## config.mk

```make
export PLATFORM = sky130hd
export DESIGN_NAME = pll_status_regs
export DESIGN_NICKNAME = d
export VERILOG_FILES = /design/src/rtl/pll_stat_pkg.sv /design/src/rtl/pll_ctrl_regs.sv /design/src/rtl/pll_lock_track.sv /design/src/rtl/pll_status_view.sv /design/src/rtl/pll_status_regs.sv
export SDC_FILE = /design/constraint.sdc
export NUM_CORES = 1
export LEC_CHECK = 0
export CAP_MARGIN = 20
export CORE_MARGIN = 4
export CORE_UTILIZATION = 55
export CTS_CLUSTER_DIAMETER = 40
export CTS_CLUSTER_SIZE = 14
export DETAILED_ROUTE_END_ITERATION = 10
export DONT_BUFFER_PORTS = 1
export PLACE_DENSITY_LB_ADDON = 0.15
export SLEW_MARGIN = 30
export SYNTH_ARGS = -nofsm -noshare
export SYNTH_HDL_FRONTEND = slang
export SYNTH_SLANG_ARGS = --single-unit
```

## constraint.sdc

```tcl
create_clock -name clk -period 1.85 [get_ports clk]
set_input_delay 0.2775 -clock clk [delete_from_list [all_inputs] [get_ports clk]]
set_output_delay 0.2775 -clock clk [all_outputs]
set_load 0.05 [all_outputs]
```

## src/rtl/pll_stat_pkg.sv

```systemverilog
// Package: shared addresses and the packed status layout of the PLL status block.
// Assumes a two-bit register address space.
package pll_stat_pkg;

    localparam logic [1:0] ADDR_LEG  = 2'd0;
    localparam logic [1:0] ADDR_ENH  = 2'd1;
    localparam logic [1:0] ADDR_STAT = 2'd2;

    // Bit order of this struct is the read-back order of the status word.
    typedef struct packed {
        logic mode;
        logic pll_sel;
        logic ref_src;
        logic locks;
        logic lock;
    } stat_word_t;

    localparam int STAT_W = $bits(stat_word_t);

endpackage

```

## src/rtl/pll_ctrl_regs.sv

```systemverilog
// Module: pll_ctrl_regs
// Holds the legacy and enhanced control words, remembers the first legacy
// write, and flags writes that change lock-affecting fields.
// Assumes wr_* are synchronous to clk and DATA_W covers both words.
module pll_ctrl_regs
    import pll_stat_pkg::*;
#(
    parameter int DATA_W = 16,
    parameter int LPRE_W = 3,
    parameter int LMFD_W = 3,
    parameter int EPRE_W = 4,
    parameter int EMFD_W = 8
) (
    input  logic              clk,
    input  logic              rst_n,
    input  logic              wr_en,
    input  logic [1:0]        wr_addr,
    input  logic [DATA_W-1:0] wr_data,
    output logic [LPRE_W+LMFD_W-1:0]    leg_word,
    output logic [4+EPRE_W+EMFD_W-1:0]  enh_word,
    output logic              leg_seen,
    output logic              change_evt
);
    localparam int LEG_W = LPRE_W + LMFD_W;
    localparam int ENH_W = 4 + EPRE_W + EMFD_W;
    localparam int EMODE_BIT = 3;

    logic [LEG_W-1:0] leg_q;
    logic [ENH_W-1:0] enh_q;
    logic             seen_q;
    logic             wr_leg, wr_enh;
    logic             leg_evt, enh_evt;
    logic [LEG_W-1:0] leg_new;
    logic [ENH_W-1:0] enh_new;
    logic             unused_wr;

    assign unused_wr = ^wr_data;
    assign leg_new   = wr_data[LEG_W-1:0];
    assign enh_new   = wr_data[ENH_W-1:0];
    assign wr_leg    = wr_en && (wr_addr == ADDR_LEG);
    assign wr_enh    = wr_en && (wr_addr == ADDR_ENH);

    // Decide whether this cycle's write changes a lock-affecting field.
    always_comb begin
        leg_evt = wr_leg && !enh_q[EMODE_BIT] && (leg_new != leg_q);
        enh_evt = wr_enh && (enh_new[EMODE_BIT] || enh_q[EMODE_BIT])
                  && (enh_new[ENH_W-1:1] != enh_q[ENH_W-1:1]);
    end

    assign change_evt = leg_evt || enh_evt;

    // Store control words and the first-legacy-write flag.
    always_ff @(posedge clk) begin
        if (!rst_n) begin
            leg_q  <= '0;
            enh_q  <= '0;
            seen_q <= 1'b0;
        end else begin
            if (wr_leg) begin
                leg_q <= leg_new;
                if (!enh_q[EMODE_BIT]) seen_q <= 1'b1;
            end
            if (wr_enh) enh_q <= enh_new;
        end
    end

    assign leg_word = leg_q;
    assign enh_word = enh_q;
    assign leg_seen = seen_q;

    AST_LEG_SEEN_HOLDS: assert property (@(posedge clk) disable iff (!rst_n)
        $past(seen_q) && $past(rst_n) |-> seen_q);
    AST_REPEAT_WRITE_QUIET: assert property (@(posedge clk) disable iff (!rst_n)
        (wr_leg && leg_new == leg_q && !wr_enh) |-> !change_evt);

endmodule

```

## src/rtl/pll_lock_track.sv

```systemverilog
// Module: pll_lock_track
// Produces the live and sticky lock flags from the raw detector output and
// the change events; issues the restart request.
// Assumes lock_raw is already synchronous to clk.
module pll_lock_track (
    input  logic clk,
    input  logic rst_n,
    input  logic lock_raw,
    input  logic change_evt,
    output logic lock_o,
    output logic locks_o,
    output logic relock_req_o
);
    logic lock_q, lock_d;
    logic locks_q, locks_d;
    logic arm_q, arm_d;
    logic blank_q;
    logic req_q;

    // Next live lock: forced low on a change, masked until raw lock restarts.
    always_comb lock_d = !change_evt && lock_raw && !blank_q;

    // Next sticky flag and re-arm state from the live lock edges.
    always_comb begin
        locks_d = locks_q;
        arm_d   = arm_q || change_evt;
        if (lock_q && !lock_d) begin
            locks_d = 1'b0;
        end else if (!lock_q && lock_d && arm_q) begin
            locks_d = 1'b1;
            arm_d   = 1'b0;
        end
    end

    // Register lock flags, the blanking window and the restart pulse.
    always_ff @(posedge clk) begin
        if (!rst_n) begin
            lock_q  <= 1'b0;
            locks_q <= 1'b0;
            arm_q   <= 1'b1;
            blank_q <= 1'b0;
            req_q   <= 1'b0;
        end else begin
            lock_q  <= lock_d;
            locks_q <= locks_d;
            arm_q   <= arm_d;
            req_q   <= change_evt;
            if (change_evt)     blank_q <= 1'b1;
            else if (!lock_raw) blank_q <= 1'b0;
        end
    end

    assign lock_o       = lock_q;
    assign locks_o      = locks_q;
    assign relock_req_o = req_q;

    AST_DROP_ON_CHANGE: assert property (@(posedge clk) disable iff (!rst_n)
        change_evt |=> !lock_q);
    AST_REQ_AFTER_CHANGE: assert property (@(posedge clk) disable iff (!rst_n)
        change_evt |=> req_q);
    AST_STICKY_NEEDS_LOCK: assert property (@(posedge clk) disable iff (!rst_n)
        locks_q |-> lock_q);
    AST_STICKY_NEEDS_ARM: assert property (@(posedge clk) disable iff (!rst_n)
        $rose(locks_q) && $past(rst_n) |-> $past(arm_q));

endmodule

```

## src/rtl/pll_status_view.sv

```systemverilog
// Module: pll_status_view
// Captures the reference pin during reset, selects the status bits for the
// active programming model, and drives the read mux.
// Assumes ref_pin is stable for the reset cycles.
module pll_status_view
    import pll_stat_pkg::*;
#(
    parameter int DATA_W = 16,
    parameter int LEG_W  = 6,
    parameter int ENH_W  = 16
) (
    input  logic              clk,
    input  logic              rst_n,
    input  logic              ref_pin,
    input  logic [LEG_W-1:0]  leg_word,
    input  logic [ENH_W-1:0]  enh_word,
    input  logic              leg_seen,
    input  logic              lock,
    input  logic              locks,
    input  logic [1:0]        rd_addr,
    output logic [DATA_W-1:0] rd_data,
    output stat_word_t        stat
);
    logic ref_q;
    logic emode;

    assign emode = enh_word[3];

    // Sample the reference-select pin while reset is held.
    always_ff @(posedge clk) begin
        if (!rst_n) ref_q <= ref_pin;
    end

    // Pick status bits according to the programming model.
    always_comb begin
        stat.lock  = lock;
        stat.locks = locks;
        if (emode) begin
            stat.mode    = enh_word[0];
            stat.pll_sel = enh_word[1];
            stat.ref_src = enh_word[2];
        end else begin
            stat.mode    = leg_seen;
            stat.pll_sel = leg_seen;
            stat.ref_src = ref_q;
        end
    end

    // Read mux over the register map.
    always_comb begin
        rd_data = '0;
        case (rd_addr)
            ADDR_LEG:  rd_data[LEG_W-1:0]  = leg_word;
            ADDR_ENH:  rd_data[ENH_W-1:0]  = enh_word;
            ADDR_STAT: rd_data[STAT_W-1:0] = stat;
            default:   rd_data = '0;
        endcase
    end

    AST_LEGACY_REF_HOLD: assert property (@(posedge clk) disable iff (!rst_n)
        (!emode && $past(!emode) && $past(rst_n)) |-> $stable(stat.ref_src));

endmodule

```

## src/rtl/pll_status_regs.sv

```systemverilog
// Module: pll_status_regs (top)
// Status and control register block for a clock synthesizer with legacy
// and enhanced programming models. Assumes a single clock domain.
module pll_status_regs
    import pll_stat_pkg::*;
#(
    parameter int DATA_W = 16,
    parameter int LPRE_W = 3,
    parameter int LMFD_W = 3,
    parameter int EPRE_W = 4,
    parameter int EMFD_W = 8
) (
    input  logic              clk,
    input  logic              rst_n,
    input  logic              ref_pin,
    input  logic              wr_en,
    input  logic [1:0]        wr_addr,
    input  logic [DATA_W-1:0] wr_data,
    input  logic [1:0]        rd_addr,
    output logic [DATA_W-1:0] rd_data,
    input  logic              lock_raw,
    output logic              mode_o,
    output logic              pll_sel_o,
    output logic              ref_src_o,
    output logic              lock_o,
    output logic              lock_sticky_o,
    output logic              relock_req
);
    localparam int LEG_W = LPRE_W + LMFD_W;
    localparam int ENH_W = 4 + EPRE_W + EMFD_W;

    logic [LEG_W-1:0] leg_word;
    logic [ENH_W-1:0] enh_word;
    logic             leg_seen, change_evt;
    logic             lock_w, locks_w;
    stat_word_t       stat;

    pll_ctrl_regs #(
        .DATA_W(DATA_W), .LPRE_W(LPRE_W), .LMFD_W(LMFD_W),
        .EPRE_W(EPRE_W), .EMFD_W(EMFD_W)
    ) u_regs (
        .clk(clk), .rst_n(rst_n), .wr_en(wr_en), .wr_addr(wr_addr),
        .wr_data(wr_data), .leg_word(leg_word), .enh_word(enh_word),
        .leg_seen(leg_seen), .change_evt(change_evt)
    );

    pll_lock_track u_lock (
        .clk(clk), .rst_n(rst_n), .lock_raw(lock_raw), .change_evt(change_evt),
        .lock_o(lock_w), .locks_o(locks_w), .relock_req_o(relock_req)
    );

    pll_status_view #(
        .DATA_W(DATA_W), .LEG_W(LEG_W), .ENH_W(ENH_W)
    ) u_view (
        .clk(clk), .rst_n(rst_n), .ref_pin(ref_pin), .leg_word(leg_word),
        .enh_word(enh_word), .leg_seen(leg_seen), .lock(lock_w),
        .locks(locks_w), .rd_addr(rd_addr), .rd_data(rd_data), .stat(stat)
    );

    assign mode_o        = stat.mode;
    assign pll_sel_o     = stat.pll_sel;
    assign ref_src_o     = stat.ref_src;
    assign lock_o        = lock_w;
    assign lock_sticky_o = locks_w;

endmodule

```

==> results.md, run 1 <==
- CTS HTree Levels: 2
- Clock Pin Slew Worst Setup and Hold Paths: 0.09 ns
- Synth-to-layout area growth: 27.1%
- CP Capture Point: rd_data[4]
- Top cells by area, synth: dfxtp_1 (38%), nand2_1 (11%), xor2_1 (7.6%)
- Crit path kind: reg2out
- Fin Clk Skew: 0.00396 ns
- CP max FO: 5
- Num CTS Buffers: 5
- Warnings, synthesis: 0
- Arr. time, crit path: 1.51 ns
- Post-synth cell types: 35
- Initial Util: 59.2%
- Critical Path, Cell by Cell: buf_4 > nand2_1 > a311oi_2 > a21o_1 > buf_12
- Nets@finish: 234
- Seq/Total Area, Yosys: 39.5%
- Crit path max-delay family: compound AO/OA/AOI/OAI gates
- FF-to-FF setup slack: 0.23 ns
- DR pass1 iterations: 4
- RSZ-0062 raised after global routing: true
- Power Density: 693 nW/um^2
- Peak supply drop: 0.000571 V
- DP HPWL: 2830 um
- Die area: 3610 um^2
- Multi-input logic area: 872 um^2
- Type of the most critical hold path: in2reg
- Core area: 2520 um^2
- Die Y-Extent: 60.1 um
- Post-synth top area share: 37.5%
- Via density: 5.74
- Routed wire per std cell: 16.2 um
- Final Hold Viols: 0
- Reg area: 592 um^2
- #FFs+latches synth: 29
- Critical path launch point type: flip-flop
- Most frequent cell after synthesis: nand2_1
- Worst flop-to-flop path endpoint: u_lock.arm_q$_SDFF_PN1_
- Worst-case reg-to-reg path depth: 7
- PortBufs: 0
- Peak per-stage delay on the critical path: 0.33 ns
- Stages on worst setup path: 5
- Syn nets: 211
- Worst r2r src: u_regs.enh_word[3]$_SDFFE_PN0P_
- Final Setup Violations: 0
- CTS Root Cell: clkbuf_4
- Synth cell count leaders: nand2_1 (44), dfxtp_1 (28), a21oi_1 (18), nor2_1 (14), xor2_1 (13)
- Initial antenna violation count: 0
- Num rows: 18
- LEAKAGE: 0.767 nW
- Outcome: finished clean
- EDFF count, synth: 1
- Number of I/O pins: 47
- Slowest cell on crit path: dfxtp_2
- Worst-margin pin slew: 0.599 ns
- DIE WIDTH: 60.1 um
- Initial drt markers: 71
- # Post-CTS Setup Buffers: 0
- Cell Area, Synth: 1490 um^2
- Setup TNS: 0 ns
- Setup crit start: u_regs.enh_word[3]$_SDFFE_PN0P_
- Post-Route WL: 3880 um
- # clock sinks: 29
- Vias in the first global route: 1384
- Pwr Total: 1.32 mW
- First-pass GRT wire length: 6330 um
- Asr flop ratio synth: 0%
- Period utilization: 96.7%
- Max Cap Viol: 0
- Clock buffer depth: 2
- Achievable frequency: 559 MHz
- Total congestion overflow: 0
- CTS tree: yes
- Tmin final: 1.79 ns
- Main synth FF type: dfxtp_1
- Via count: 1371
- Final Util: 75.2%
- Yosys top cell by area: dfxtp_1
- GRT Overall Usage: 24.1%
- Largest net degree at the start of global routing: 17
- Worst Hold Slack: 0.0427 ns
- Number of fill cells: 199
- Max-slew violations: 0
- Clock insertion delay at the later pin of the skew report: 0.32 ns
- Placer Congestion: 0.807
- Drt drc: 0
- Cells after Synth: 185
- Critical Path RT: 1.57 ns
- Layout cell share with drive strength beyond 1: 17.2%
- Remaining antenna violation count: 0
- Bufs and invs on worst path: 2
- Crit. End Element: output pin
- Antenna Cells: 0
- Slew margin rel.: 60.1%
- Avg Cell Area, Syn: 8.08 um^2
[cell type report]
type | instances | share of cell area (%)
tap | 30 | 1.98
sequential | 29 | 31.2
multi-input combinational | 145 | 45.9
inverter | 3 | 0.593
timing repair buffer | 24 | 17.7
clock buffer | 8 | 2.57
[layout by cell type (no fill, tap or decap), types with 2 or more instances in the layout]
cell / instances
nor4_1: 3
and2_1: 10
a21oi_1: 18
a21o_1: 2
xor2_1: 13
o21ai_1: 3
buf_4: 10
o21ai_0: 2
clkbuf_1: 3
nand4_1: 2
a311oi_2: 2
nand2_1: 44
xnor2_1: 7
dfxtp_1: 27
clkbuf_4: 5
mux2i_1: 10
inv_1: 2
nor2_1: 14
buf_12: 12
[metal layers]
layer | up-vias | part of all wire, % | GRT usage [%]
li1 | 659 | - | -
met1 | 638 | 39 | 25.8
met2 | 64 | 49 | 40.7
met3 | 10 | 10 | 11.4
met4 | 0 | 1.8 | 9.18
met5 | - | 0 | 0
[flip-flops by register name, summed over array words and instances (netlist names)]
name / flops
u_lock.locks_o: 1
u_regs.enh_word: 16
u_lock.blank_q: 1
u_lock.lock_o: 1
u_view.ref_q: 1
u_regs.leg_seen: 1
u_lock.arm_q: 1
u_regs.leg_word: 6
u_lock.relock_req_o: 1
[how the worst min path moves through the flow]
| stage | from | endpoint | slack, ns | depth (start not counted) |
|---|---|---|---|---|
| 3_5_place_dp | rst_n | u_lock.arm_q$_SDFF_PN1_ | 0.35 | 1 |
| 4_1_cts | rst_n | u_lock.arm_q$_SDFF_PN1_ | 0.007 | 1 |
| 2_1_floorplan | rst_n | u_lock.arm_q$_SDFF_PN1_ | 0.34 | 1 |
| 5_1_grt | ref_pin | u_view.ref_q$_DFFE_PN_ | 0.01 | 0 |
| 6_report | ref_pin | u_view.ref_q$_DFFE_PN_ | 0.04 | 0 |
| 3_3_place_gp | rst_n | u_lock.arm_q$_SDFF_PN1_ | 0.34 | 1 |
[stage by stage]
stage	setup WS, ns	instance area (um^2)	instances
floorplan	-0.00638	1490	185
global placement	0.342	1820	230
detailed placement	0.248	1820	230
CTS	0.0149	1870	238
global route	-0.0134	1900	239
finish	0.0606	1900	239
[power by group]
group	internal [mW]	switching (mW)	total, mW
Sequential	0.657	0.0238	0.681
Combinational	0.108	0.164	0.272
Clock	0.151	0.212	0.363
Total	0.916	0.400	1.32
[cell families (layout without fill, tap and decap cells)]
kind of cell	Yosys count	in the layout	share of synthesized area, %
XOR/XNOR	20	20	11.7
flip-flops	29	29	39.5
buffers and inverters	11	35	3.18
AO/OA/AOI/OAI	30	30	11.5
multiplexers	11	11	7.45
adder cells (fa/ha/maj)	1	1	0.837
AND/OR/NAND/NOR	83	83	25.8
[repair_timing]
item | in CTS | in global routing
setup endpoints to repair | 0 | 2
hold buffers | 0 | 1
resized for setup | 0 | 5
hold endpoints to repair | 0 | 1
Note: power is estimated with default switching activity, not from simulation.
==> run 2: changes to the inputs <==
- SETUP_SLACK_MARGIN: not set -> 0.3
==> run 2 against run 1 <==
- critical path depth unchanged
- combinational power about the same
- non-clock buffer count decreased by 8
- via count decreased by 2.8%
- highest routed layer unchanged
==> results.md, run 2 (same netlist as run 1, synthesis figures left out) <==
- Routed wire per std cell: 15.9 um (was 16.2 um)
- Fin Clk Skew: 0.0150 ns (was 0.00396 ns)
- Worst Hold Slack: 0.0544 ns (was 0.0427 ns)
- P_sw: 0.409 mW (was 0.400 mW)
- Outcome: finished clean (unchanged)
- Total congestion overflow: 0 (unchanged)
- Setup TNS: 0 ns (unchanged)
- Via density: 5.77 (was 5.74)
- Num CTS Buffers: 5 (unchanged)
- Max Cap Viol: 0 (unchanged)
- Clock Pin Slew Worst Setup and Hold Paths: 0.10 ns (was 0.09 ns)
- Most common cell after layout, fill and taps aside: nand2_1 (unchanged)
- Die Y-Extent: 60.1 um (unchanged)
- Remaining antenna violation count: 0 (unchanged)
- Sw Ratio: 28.5% (was 30.4%)
- Initial drt markers: 67 (was 71)
- Power Density: 772 nW/um^2 (was 693 nW/um^2)
- Pwr Total: 1.44 mW (was 1.32 mW)
- Number of fill cells: 202 (was 199)
- Hold EP: u_view.ref_q$_DFFE_PN_ (unchanged)
- Logic pwr share: 18.8% (was 20.7%)
- Clock buffer depth: 2 (unchanged)
- Worst-margin pin slew: 0.610 ns (was 0.599 ns)
- Max reg flops: 16 (unchanged)
- Max-slew violations: 0 (unchanged)
- Placer Congestion: 0.784 (was 0.807)
- Placed Cells: 222 (was 230)
- DIE WIDTH: 60.1 um (unchanged)
- Tmin final: 1.77 ns (was 1.79 ns)
- DR pass1 iterations: 4 (unchanged)
- Worst-case reg-to-reg path depth: 7 (unchanged)
- Post-Route WL: 3680 um (was 3880 um)
- CP max FO: 5 (unchanged)
- PortBufs: 0 (unchanged)
- Achievable frequency: 565 MHz (was 559 MHz)
- Critical path launch point type: flip-flop (unchanged)
- Finished Layout Cells: 231 (was 239)
- Drt drc: 0 (unchanged)
- Initial Util: 59.2% (unchanged)
- Nets@finish: 226 (was 234)
- Pint: 1.03 mW (was 0.916 mW)
- Worst r2r src: u_regs.enh_word[3]$_SDFFE_PN0P_ (unchanged)
- CTS Root Cell: clkbuf_4 (unchanged)
- Crit path kind: reg2out (unchanged)
- Critical Path RT: 1.57 ns (about the same)
- Antenna Cells: 0 (unchanged)
- GRT Overall Usage: 23.5% (was 24.1%)
- Num rows: 18 (unchanged)
- LEAKAGE: 0.733 nW (was 0.767 nW)
- Period utilization: 95.7% (was 96.7%)
- Die area: 3610 um^2 (unchanged)
- Via count: 1332 (was 1371)
- CTS tree: yes (unchanged)
- Initial antenna violation count: 0 (unchanged)
- Final Setup Violations: 0 (unchanged)
- # clock sinks: 29 (unchanged)
- Number of I/O pins: 47 (unchanged)
- Core area: 2520 um^2 (unchanged)
- RSZ-0062 raised after global routing: true (unchanged)
- DP HPWL: 2640 um (was 2830 um)
- Clock insertion delay at the later pin of the skew report: 0.33 ns (was 0.32 ns)
- First-pass GRT wire length: 6240 um (was 6330 um)
- Flop pwr share: 47.4% (was 51.7%)
- Most frequent cells in the layout: nand2_1 (42), dfxtp_1 (25), a21oi_1 (17) (was nand2_1 (44), dfxtp_1 (27), a21oi_1 (18))
- Type of the most critical hold path: in2reg (unchanged)
- FF-to-FF setup slack: 0.39 ns (was 0.23 ns)
- Largest net degree at the start of global routing: 19 (was 17)
- Hold depth: 0 (unchanged)
- Synth-to-layout area growth: 24.5% (was 27.1%)
- Crit. End Element: output pin (unchanged)
- Slew margin rel.: 59.3% (was 60.1%)
- Vias in the first global route: 1370 (was 1384)
- # Post-CTS Setup Buffers: 0 (unchanged)
- Peak supply drop: 0.000693 V (was 0.000571 V)
- CTS HTree Levels: 2 (unchanged)
- Layout cell share with drive strength beyond 1: 24.4% (was 17.2%)
- Clk pwr share: 33.8% (was 27.6%)
- Arr. time, crit path: 1.49 ns (was 1.51 ns)
- Worst flop-to-flop path endpoint: u_lock.blank_q$_SDFFE_PN0P_ (was u_lock.arm_q$_SDFF_PN1_)
- Hold Crit Start: ref_pin (unchanged)
- Final Hold Viols: 0 (unchanged)
## run 2: changes by cell type in the layout (fill, tap and decap cells not counted), sizes merged
cell	change
buf	-8
## run 2: worst max-delay path by stage
| stage | cells after the start | endpoint | start | slack [ns] |
|---|---|---|---|---|
| after floorplan | 3 | rd_data[2] | u_regs.enh_word[3]$_SDFFE_PN0P_ | 0.24 |
| after global routing | 5 | rd_data[4] | u_regs.enh_word[3]$_SDFFE_PN0P_ | 0.02 |
| after detailed placement | 7 | u_lock.arm_q$_SDFF_PN1_ | u_regs.enh_word[3]$_SDFFE_PN0P_ | 0.27 |
| final | 5 | rd_data[2] | u_regs.enh_word[3]$_SDFFE_PN0P_ | 0.08 |
| after global placement | 7 | u_lock.arm_q$_SDFF_PN1_ | u_regs.enh_word[3]$_SDFFE_PN0P_ | 0.34 |
| after CTS | 5 | rd_data[2] | u_regs.enh_word[3]$_SDFFE_PN0P_ | 0.07 |
## run 2: metal layers
layer	GRT usage (%)	vias to the layer above	share of wire (%)
met1	26.5	627	40
met4	8.86	0	1.6
met5	0	-	0
met2	38.4	54	50
li1	-	644	-
met3	10.8	7	9.0
## run 2: worst max-delay path, cell delays in order, from the launching register on
cell	delay (ns)
dfxtp_2	0.35
buf_6	0.11
mux2_4	0.30
mux2i_2	0.18
o21ai_2	0.07
buf_6	0.15
## run 2: area by class of cell
class / instances / area (um^2) / share of cell area, %
sequential: 29 / 594 / 31.9
multi-input combinational: 145 / 945 / 50.8
timing repair buffer: 16 / 193 / 10.4
clock buffer: 8 / 80.1 / 4.30
tap: 30 / 37.5 / 2.02
inverter: 3 / 11.3 / 0.605
## run 2: what timing repair did
action	CTS	global route
hold buffers	1	0
endpoints found under the setup margin	9	11
endpoints found under the hold margin	1	0
pin swaps	4	7
resized for setup	9	8
gates cloned	0	0
## run 2: through the flow
step	instance area (um^2)	worst slack (ns)	util, %
4_1_cts	1830	0.0671	72.5
6_report	1860	0.0797	73.8
3_3_place_gp	1700	0.340	67.3
5_1_grt	1860	0.0177	73.8
3_5_place_dp	1700	0.273	67.3
2_1_floorplan	1520	0.238	-
## run 2: power by group through the flow
stage	clock network, mW	logic [mW]	registers (mW)
final	0.485	0.270	0.681
after global routing	0.535	0.291	0.685
after CTS	0.498	0.264	0.680
after detailed placement	0	0.251	0.694
after global placement	0	0.246	0.693
after floorplan	0	0.170	0.714
